<file path="src/rtl/stat_dump_pkg.sv">
package stat_dump_pkg;

  typedef enum logic [1:0] {
    SQ_IDLE,
    SQ_CNT,
    SQ_STAT,
    SQ_FIN
  } seq_state_e;

  localparam logic [15:0] CODE_PLAIN = 16'hA005;
  localparam logic [15:0] CODE_CLEAR = 16'hA007;

  function automatic logic [15:0] done_code(input logic clr_mode);
    return clr_mode ? CODE_CLEAR : CODE_PLAIN;
  endfunction

endpackage

</file>
<file path="src/rtl/stat_counter.sv">
module stat_counter #(
  parameter int W = 32
) (
  input  logic         clk,
  input  logic         rst,
  input  logic         inc_i,
  input  logic         clr_i,
  output logic [W-1:0] val_o
);

  // Clear and increment combine: a same-cycle event lands in the cleared value.
  always_ff @(posedge clk) begin
    if (rst) begin
      val_o <= '0;
    end else if (inc_i || clr_i) begin
      val_o <= (clr_i ? '0 : val_o) + W'(inc_i);
    end
  end

endmodule

</file>
<file path="src/rtl/dump_sequencer.sv">
module dump_sequencer
  import stat_dump_pkg::*;
#(
  parameter int NUM_CNT = 16,
  parameter int CNT_W   = 32,
  parameter int DATA_W  = 32,
  parameter int ADDR_W  = 32
) (
  input  logic                           clk,
  input  logic                           rst,
  input  logic                           cmd_valid_i,
  input  logic                           cmd_clr_i,
  input  logic [ADDR_W-1:0]              base_i,
  input  logic [NUM_CNT-1:0][CNT_W-1:0]  cnt_i,
  output logic [NUM_CNT-1:0]             cap_clr_o,
  output logic                           busy_o,
  output logic                           wr_valid_o,
  output logic [ADDR_W-1:0]              wr_addr_o,
  output logic [DATA_W-1:0]              wr_data_o,
  input  logic                           wr_ready_i
);

  localparam int IDX_W = (NUM_CNT > 1) ? $clog2(NUM_CNT) : 1;
  localparam int LAST  = NUM_CNT - 1;
  localparam logic [ADDR_W-1:0] STAT_OFS = ADDR_W'(NUM_CNT * 4);

  seq_state_e        state;
  logic [IDX_W-1:0]  idx;
  logic              mode_clr;
  logic [ADDR_W-1:0] base_q;
  logic              adv;
  logic              cap;
  logic [CNT_W-1:0]  cnt_sel;

  // The output register may reload when it is empty or its word is leaving.
  assign adv     = !wr_valid_o || wr_ready_i;
  assign cap     = (state == SQ_CNT) && adv;
  assign cnt_sel = cnt_i[idx];

  always_comb begin
    cap_clr_o = '0;
    if (cap && mode_clr) begin
      cap_clr_o[idx] = 1'b1;
    end
  end

  always_ff @(posedge clk) begin
    if (rst) begin
      state      <= SQ_IDLE;
      idx        <= '0;
      mode_clr   <= 1'b0;
      base_q     <= '0;
      busy_o     <= 1'b0;
      wr_valid_o <= 1'b0;
      wr_addr_o  <= '0;
      wr_data_o  <= '0;
    end else begin
      case (state)
        SQ_IDLE: begin
          if (cmd_valid_i) begin
            state    <= SQ_CNT;
            idx      <= '0;
            mode_clr <= cmd_clr_i;
            base_q   <= base_i;
            busy_o   <= 1'b1;
          end
        end
        SQ_CNT: begin
          if (adv) begin
            wr_valid_o <= 1'b1;
            wr_addr_o  <= base_q + (ADDR_W'(idx) << 2);
            wr_data_o  <= DATA_W'(cnt_sel);
            if (idx == IDX_W'(LAST)) begin
              state <= SQ_STAT;
            end else begin
              idx <= idx + 1'b1;
            end
          end
        end
        SQ_STAT: begin
          if (adv) begin
            wr_valid_o <= 1'b1;
            wr_addr_o  <= base_q + STAT_OFS;
            wr_data_o  <= DATA_W'(done_code(mode_clr));
            state      <= SQ_FIN;
          end
        end
        SQ_FIN: begin
          if (wr_ready_i) begin
            wr_valid_o <= 1'b0;
            busy_o     <= 1'b0;
            state      <= SQ_IDLE;
          end
        end
        default: state <= SQ_IDLE;
      endcase
    end
  end

endmodule

</file>
<file path="src/rtl/stat_dump_bank.sv">
module stat_dump_bank #(
  parameter int NUM_CNT = 16,
  parameter int CNT_W   = 32,
  parameter int DATA_W  = 32,
  parameter int ADDR_W  = 32
) (
  input  logic               clk,
  input  logic               rst,
  input  logic [NUM_CNT-1:0] evt_inc_i,
  input  logic               base_wr_i,
  input  logic [ADDR_W-1:0]  base_data_i,
  input  logic               dump_req_i,
  input  logic               dump_clr_i,
  input  logic               wr_ready_i,
  output logic               busy_o,
  output logic               wr_valid_o,
  output logic [ADDR_W-1:0]  wr_addr_o,
  output logic [DATA_W-1:0]  wr_data_o
);

  localparam logic [ADDR_W-1:0] ALIGN_MASK = ~ADDR_W'(3);

  logic [ADDR_W-1:0]             base_q;
  logic [NUM_CNT-1:0][CNT_W-1:0] cnt_all;
  logic [NUM_CNT-1:0]            cap_clr;

  always_ff @(posedge clk) begin
    if (rst) begin
      base_q <= '0;
    end else if (base_wr_i) begin
      base_q <= base_data_i & ALIGN_MASK;
    end
  end

  for (genvar g = 0; g < NUM_CNT; g++) begin : g_cnt
    stat_counter #(.W(CNT_W)) u_cnt (
      .clk   (clk),
      .rst   (rst),
      .inc_i (evt_inc_i[g]),
      .clr_i (cap_clr[g]),
      .val_o (cnt_all[g])
    );
  end

  dump_sequencer #(
    .NUM_CNT (NUM_CNT),
    .CNT_W   (CNT_W),
    .DATA_W  (DATA_W),
    .ADDR_W  (ADDR_W)
  ) u_seq (
    .clk         (clk),
    .rst         (rst),
    .cmd_valid_i (dump_req_i),
    .cmd_clr_i   (dump_clr_i),
    .base_i      (base_q),
    .cnt_i       (cnt_all),
    .cap_clr_o   (cap_clr),
    .busy_o      (busy_o),
    .wr_valid_o  (wr_valid_o),
    .wr_addr_o   (wr_addr_o),
    .wr_data_o   (wr_data_o),
    .wr_ready_i  (wr_ready_i)
  );

endmodule

</file>
<file path="config.mk">
export PLATFORM = sky130hd
export DESIGN_NAME = stat_dump_bank
export DESIGN_NICKNAME = d
export VERILOG_FILES = /design/src/rtl/stat_dump_pkg.sv /design/src/rtl/stat_counter.sv /design/src/rtl/dump_sequencer.sv /design/src/rtl/stat_dump_bank.sv
export SDC_FILE = /design/constraint.sdc
export NUM_CORES = 2
export LEC_CHECK = 0
export BUFFER_PORTS_ARGS = -buffer_cell sky130_fd_sc_hd__buf_4
export CORE_ASPECT_RATIO = 1.2
export CORE_MARGIN = 2
export CORE_UTILIZATION = 63
export DETAILED_ROUTE_END_ITERATION = 8
export GPL_ROUTABILITY_DRIVEN = 1
export PLACE_DENSITY = 0.88
export SYNTH_ARGS = -nofsm -noshare
export SYNTH_HDL_FRONTEND = slang
export SYNTH_SLANG_ARGS = --single-unit
</file>
<file path="constraint.sdc">
create_clock -name clk -period 4.8 [get_ports clk]
set_input_delay 0.48 -clock clk [delete_from_list [all_inputs] [get_ports clk]]
set_output_delay 0.48 -clock clk [all_outputs]
set_load 0.01 [all_outputs]
</file>
== Yosys cells after proc, flatten, opt, wreduce, memory -nomap -nowiden ==
Cells that the tools add are included.

* Register bits: 645
* Bits of input ports: 54
* Output and inout port bits: 66
* Logic and storage cells: 133

* $add $sub $neg: 19
* Order comparisons: 2
* Equal/unequal tests: 11
* Mux-type cells: 43
* Reduce and logical (&&, ||, !) cells: 33

{| class="wikitable"
|+ Operator list
! operator !! count
|-
| $mux W32 || 21
|-
| $add A32 B1 Y32 || 16
|-
| $bmux W32 S4 || 1
|-
| $pmux W32 S2 || 2
|-
| $add A32 B6 Y32 || 1
|-
| $add A32 B7 Y32 const B || 1
|-
| $logic_or A1 B1 Y1 || 17
|-
| $mux W16 || 1
|-
| $mux W2 || 6
|-
| $mux W4 || 3
|-
| $reduce_and A3 Y1 || 3
|-
| $ne A2 B2 Y1 const B || 4
|-
| $pmux W2 S4 || 1
|-
| $pmux W4 S2 || 1
|-
| $reduce_bool A2 Y1 || 4
|-
| $ne A2 B1 Y1 const B || 3
|-
| $lt A4 B5 Y1 const B || 1
|-
| $reduce_and A5 Y1 || 1
|-
| $add A4 B1 Y4 const B || 1
|-
| $demux W1 S4 || 1
|-
| $eq A2 B2 Y1 const B || 2
|-
| $eq A4 B4 Y1 const B || 1
|-
| $ge A4 B1 Y1 const B || 1
|-
| $mux W1 || 4
|-
| other kinds (8) || 11
|}

== Longest topological paths before layout ==
* Depth in word-level cells: 7
* Gate-level depth with buffers: 16
* Mapped depth without buffers: 12

== Hierarchy ==
From an unflattened synthesis, not the netlist that was laid out.

* Cell total of the unflattened synthesis: 4260
* Area total of the unflattened synthesis: 37095.6 µm²

{| class="wikitable"
|+ By module, submodules not included
! module !! times used !! cells an instance !! area an instance (µm²) !! seq. area each (µm²)
|-
| stat_counter (g_cnt[0].u_cnt ...) || 15 || 208 || 1716.6 || 640.6
|-
| dump_sequencer || 1 || 835 || 8526.9 || 2102.0
|-
| stat_counter (g_cnt[9].u_cnt) || 1 || 207 || 1719.1 || 640.6
|-
| stat_dump_bank || 1 || 98 || 1099.8 || 600.6
|}

== Least setup slack after synthesis ==
No wires, ideal clock.

* Path type: register -> register
* Start point: register u_seq.idx[0]
* End point: register g_cnt[14].u_cnt.val_o[26]
* Library setup time: 0.070 ns
* Arrival time: 4.180 ns
* Data required time: 4.730 ns
* Path slack: 0.550 ns
* Cell stages (with the launch flop): 17
* Path through: dfxtp_1 > clkbuf_1 > clkbuf_1 > clkbuf_1 > inv_1 > ha_1 > and3_1 > nand3_1 > clkbuf_1 > and2_1 > ha_1 > ha_1 > nand4_1 > nor4_1 > nand4_1 > or4_1 > a21oi_1

* Cells in the longest elaborated chain, start to end: 7
* Elaborated cells on any way between the ends: 9
* Those cells by class: add/sub (1); order compare (2); mux (4); reduce/logical (2)

{| class="wikitable"
|+ Ends and longest elaborated chain
! element !! line !! source
|-
| start, declared || dump_sequencer.sv:28 || <nowiki>logic [IDX_W-1:0] idx;</nowiki>
|-
| start signal, assigned || dump_sequencer.sv:76 || <nowiki>idx <= idx + 1'b1;</nowiki>
|-
| $lt A4 B5 Y1 (implied by the code) / $ge A4 B1 Y1 (equally long branches) || dump_sequencer.sv:43 || <nowiki>cap_clr_o[idx] = 1'b1;</nowiki>
|-
| $logic_and A1 B1 Y1 (implied by the code) || dump_sequencer.sv:43 ||
|-
| $mux W1 (implied by the code) || dump_sequencer.sv:43 ||
|-
| $demux W1 S4 (*) || n/a ||
|-
| $mux W16 (*) || dump_sequencer.sv:42 || <nowiki>if (cap && mode_clr) begin</nowiki>
|-
| $mux W32 || stat_counter.sv:16 || <nowiki>val_o <= (clr_i ? '0 : val_o) + W'(inc_i);</nowiki>
|-
| $add A32 B1 Y32 || stat_counter.sv:16 ||
|-
| end signal, assigned || stat_counter.sv:16 ||
|-
| end, declared || stat_counter.sv:8 || <nowiki>output logic [W-1:0] val_o</nowiki>
|}

Mark *: on every way between the ends. The rest lies on a longest branch, timed or not.
A chain may end at the register's enable or synchronous reset.

== Final worst setup path ==
* Start point: register u_seq.state[1]
* End point: register g_cnt[12].u_cnt.val_o[26]

* Cells in the longest elaborated chain, start to end: 6
* Elaborated cells on any way between the ends: 7
* Those cells by class: add/sub (1); eq/ne (1); mux (2); reduce/logical (3)

{| class="wikitable"
|+ Ends and longest elaborated chain
! element !! line !! source
|-
| start, declared || dump_sequencer.sv:27 || <nowiki>seq_state_e state;</nowiki>
|-
| start signal, assigned || dump_sequencer.sv:49 || <nowiki>state <= SQ_IDLE;</nowiki>
|-
| start signal, assigned || dump_sequencer.sv:61 || <nowiki>state <= SQ_CNT;</nowiki>
|-
| start signal, assigned || dump_sequencer.sv:74 || <nowiki>state <= SQ_STAT;</nowiki>
|-
| $eq A2 B1 Y1 (*) || dump_sequencer.sv:37 || <nowiki>assign cap = (state == SQ_CNT) && adv;</nowiki>
|-
| $logic_and A1 B1 Y1 (*) || dump_sequencer.sv:37 ||
|-
| $logic_and A1 B1 Y1 (*) || dump_sequencer.sv:42 ||
|-
| $mux W16 (*) || dump_sequencer.sv:42 ||
|-
| $mux W32 || stat_counter.sv:16 ||
|-
| $add A32 B1 Y32 || stat_counter.sv:16 ||
|-
| end signal, assigned || stat_counter.sv:16 ||
|-
| end, declared || stat_counter.sv:8 ||
|}

Marks and branches as above.

==> summary.txt <==
Detailed routing
  • Drt wl/cell: 22.0 microns
  • DRC: 0
  • Vias: 31,500
  • Initial drt markers: ~3,600
  • Vias per cell: approximately 6.7
  • Antenna-violating nets left: 0
  • TritonRoute pass-1 iters: 8
  • Total wire length: 103,000 microns

Critical path
  • WP data arrival: 4660 ps
  • Crit path cell chain: inv_1 -> ha_1 -> and2_1 -> nand4_1 -> buf_4 -> and2_1 -> ha_1 -> ha_1 -> nand3_1 -> nor3b_1 -> nand3b_1 -> or3_1 -> a21oi_1
  • Delay-heaviest family, CP: simple AND/OR/NAND/NOR gates
  • Critical Path RT: 5310 ps
  • CP Capture Point: g_cnt[12].u_cnt.val_o[26]$_SDFFE_PP0P_
  • Crit path depth: 13
  • CP startpoint kind: register
  • Worst Reg-to-Reg Cells: 13
  • Crit. Startpoint: u_seq.state[1]$_SDFFE_PP0P_
  • Kind of critical path: reg2reg
  • Slowest cell on crit path: nor3b_1
  • Critical path endpoint category: register
  • Reg2Reg Setup Slack: roughly 650 ps
  • Worst r2r dst: g_cnt[12].u_cnt.val_o[26]$_SDFFE_PP0P_
  • Crit-path max cell delay: 780 ps
  • Most used cell, CP: ha_1
  • CP max FO: 16
  • CP Buf/Inv Count: 2
  • FF-to-FF Start: u_seq.state[1]$_SDFFE_PP0P_

Synthesis
  • Unique masters post-synth: 73
  • Post-synth EDFFs: 0
  • Mean area per synthesized cell: 8.75 sq um
  • Post-synthesis sequential area ratio: 38.0%
  • Yosys reg bits: 643
  • Syn Inst Count: ~3,900
  • Synth Flop Type: dfxtp_1
  • Synthesized area: 33,900 sq um
  • Syn. warnings: 0
  • Async set or reset register ratio after synthesis: 0%

Placement
  • Post-DP HPWL: 71,900 microns
  • Routability cong.: between 0.9 and 1
  • # port buffers: 115
  • Placed Cells: 4,551
  • Post-Place Worst Slack: ~860 ps

Final layout
  • Commonest non-fill, non-tap cell in the layout: dfxtp_1
  • Area delta synth->final: 11.0%
  • Final non-filler cell total: 4,678
  • Filler cell count in the final layout: 3,725
  • Fraction of layout instances using a drive strength above 1: a little under an eighth
  • Final net count: about 4,000
  • Leading cell types in the layout, fill and taps excluded: 640 x dfxtp_1, 445 x nor2_1, 368 x nand2_1

STA
  • Count of pins over their slew limit: 0
  • RSZ-0062 raised after global routing: false
  • Fin. Hold Viols: 0
  • Setup violations, final: 0
  • Share of the clock period used by the worst path: between 80 and 90%
  • Max Clk Rate: 241 MHz
  • Worst clock skew: 24.9 ps
  • Setup_tns: 0 ps
  • Worst-Margin Slew: approximately 1300 ps
  • Minimum clock period: 4150 ps
  • Final setup margin: 650 ps
  • Slew Limit Headroom: 10.3%

Pwr
  • Leak: 12.2 nW
  • Cell Pwr Density: 336 nW/um^2
  • VDD IR max: 0.328 mV

Global routing
  • Largest net degree at the start of global routing: 143
  • GRT Util Overall: 36.3%
  • Global-route wire length before repair: 161,000 microns
  • GRT overflow: 0
  • Initial antenna violation count: 1
  • Vias in the first global route: 29,500

Clock tree
  • Post-CTS Resized: 0
  • CTS clk-pin slew, worst paths: 60 ps
  • Clk_lat worst skew: around 620 ps
  • Root buffer cell: clkbuf_16
  • Post-CTS Hold Buffers: 0
  • Setup Fix Bufs, Post-CTS: 0
  • CTS Buf Count: 67
  • Max Root-Sink Buffers: 3
  • Clock Sinks: 643
  • H-tree Lvls: 3
  • CTS tree: done

Floorplanning
  • Starting density of the core: 63.5%
  • Number of core rows: 93
  • Core Region: 53,400 sq um
  • Ports: 120
  • Die Span X: around 220 microns
  • Die area: ~56,000 sq um
  • Die height: 258 microns

Flow run
  • Max_cap viols: 0

Min path
  • Hold crit path type: in2reg

Run status
  • Status: finished clean
==> power breakdown <==
| part | internal [mW] | total, mW | leakage, nW | switching, mW |
|---|---|---|---|---|
| clock | 3.19 | 5.44 | 1.15 | 2.26 |
| sequential | 5.48 | 5.61 | 5.20 | 0.128 |
| combinational | 0.601 | 1.59 | 5.87 | 0.991 |
| total | 9.27 | 12.6 | 12.2 | 3.37 |
==> worst min-delay path, stage by stage <==
cell and delay, ps:
buf_4 80, mux2i_1 50, nor2_1 70
==> worst min path at each step <==
stage	from	end	slack, ps	depth (start not counted)
3_5_place_dp	base_q[25]$_SDFFE_PP0P_	u_seq.base_q[25]$_SDFFE_PP0P_	440	2
3_3_place_gp	base_q[20]$_SDFFE_PP0P_	u_seq.base_q[20]$_SDFFE_PP0P_	440	2
4_1_cts	base_data_i[31]	base_q[31]$_SDFFE_PP0P_	90	3
6_report	base_data_i[25]	base_q[25]$_SDFFE_PP0P_	100	3
5_1_grt	base_data_i[25]	base_q[25]$_SDFFE_PP0P_	110	3
2_1_floorplan	base_q[26]$_SDFFE_PP0P_	u_seq.base_q[26]$_SDFFE_PP0P_	430	2
==> area by class of cell <==
cell class | instances | area [sq um] | share of cell area, %
diodes | 4 | 10.0 | 0.0266
clock buffers | 101 | 2130 | 5.67
repair buffers | 174 | 1330 | 3.52
inverters | 79 | 297 | 0.788
well taps | 712 | 891 | 2.37
multi-input cells | 2943 | 19900 | 52.9
flip-flops and latches | 643 | 12900 | 34.2
clock inverters | 22 | 170 | 0.452
==> metal layers <==
layer / share of wire, % / GRT usage (%) / vias up
met4: 8.8 / 28.8 / 0
met5: 0 / 0 / -
met1: 35 / 41.0 / 14900
met3: 10 / 9.18 / 491
li1: - / - / 14300
met2: 46 / 58.5 / 1775
==> registers in the layout (all words and copies together) (netlist names) <==
signal,cells
u_seq.wr_data_o,32
u_seq.base_q,30
u_seq.idx,4
g_cnt.u_cnt.val_o,512
base_q,30
u_seq.wr_addr_o,30
u_seq.busy_o,1
u_seq.mode_clr,1
u_seq.wr_valid_o,1
u_seq.state,2
==> stage by stage <==
| step | hold WS, ps | util [%] | instance area (sq um) | power, mW |
|---|---|---|---|---|
| floorplan | 431 | - | 33900 | 6.81 |
| global placement | 440 | 66.1 | 35300 | 7.24 |
| detailed placement | 445 | 66.1 | 35300 | 7.28 |
| CTS | 91.6 | 70.4 | 37600 | 12.6 |
| global route | 109 | 70.4 | 37600 | 13.0 |
| finish | 102 | 70.5 | 37600 | 12.6 |
==> cell families after synthesis <==
family | Yosys count | synth area share (%)
AOI/OAI and AO/OA | 621 | 11.2
adders and majority gates | 49 | 1.83
other | 1 | 0.0111
muxes | 238 | 11.7
buffers and inverters | 288 | 3.29
DFF | 643 | 38.0
and+or+nand+nor | 1724 | 26.1
xor gates and xnor gates | 309 | 7.99
==> Yosys cell counts, drive strengths merged, types with 39 or more instances <==
| master | instances | area [sq um] |
|---|---|---|
| nor4 | 72 | 490 |
| ha | 48 | 601 |
| dfxtp | 643 | 12900 |
| xor2 | 166 | 1450 |
| nor3 | 53 | 275 |
| o21ai | 148 | 741 |
| inv | 79 | 297 |
| buf | 46 | 208 |
| mux2i | 108 | 1080 |
| or3 | 85 | 537 |
| o211ai | 39 | 293 |
| clkbuf | 163 | 612 |
| and4 | 48 | 420 |
| o31ai | 63 | 473 |
| nor2 | 447 | 1680 |
| nand3 | 177 | 896 |
| nand2 | 368 | 1380 |
| and3 | 73 | 457 |
| and2 | 53 | 332 |
| xnor2 | 143 | 1250 |
| nand4 | 197 | 1240 |
| a21oi | 246 | 1230 |
| or4 | 80 | 601 |
| mux4 | 125 | 2820 |
Note: power is estimated with default switching activity, not from simulation.
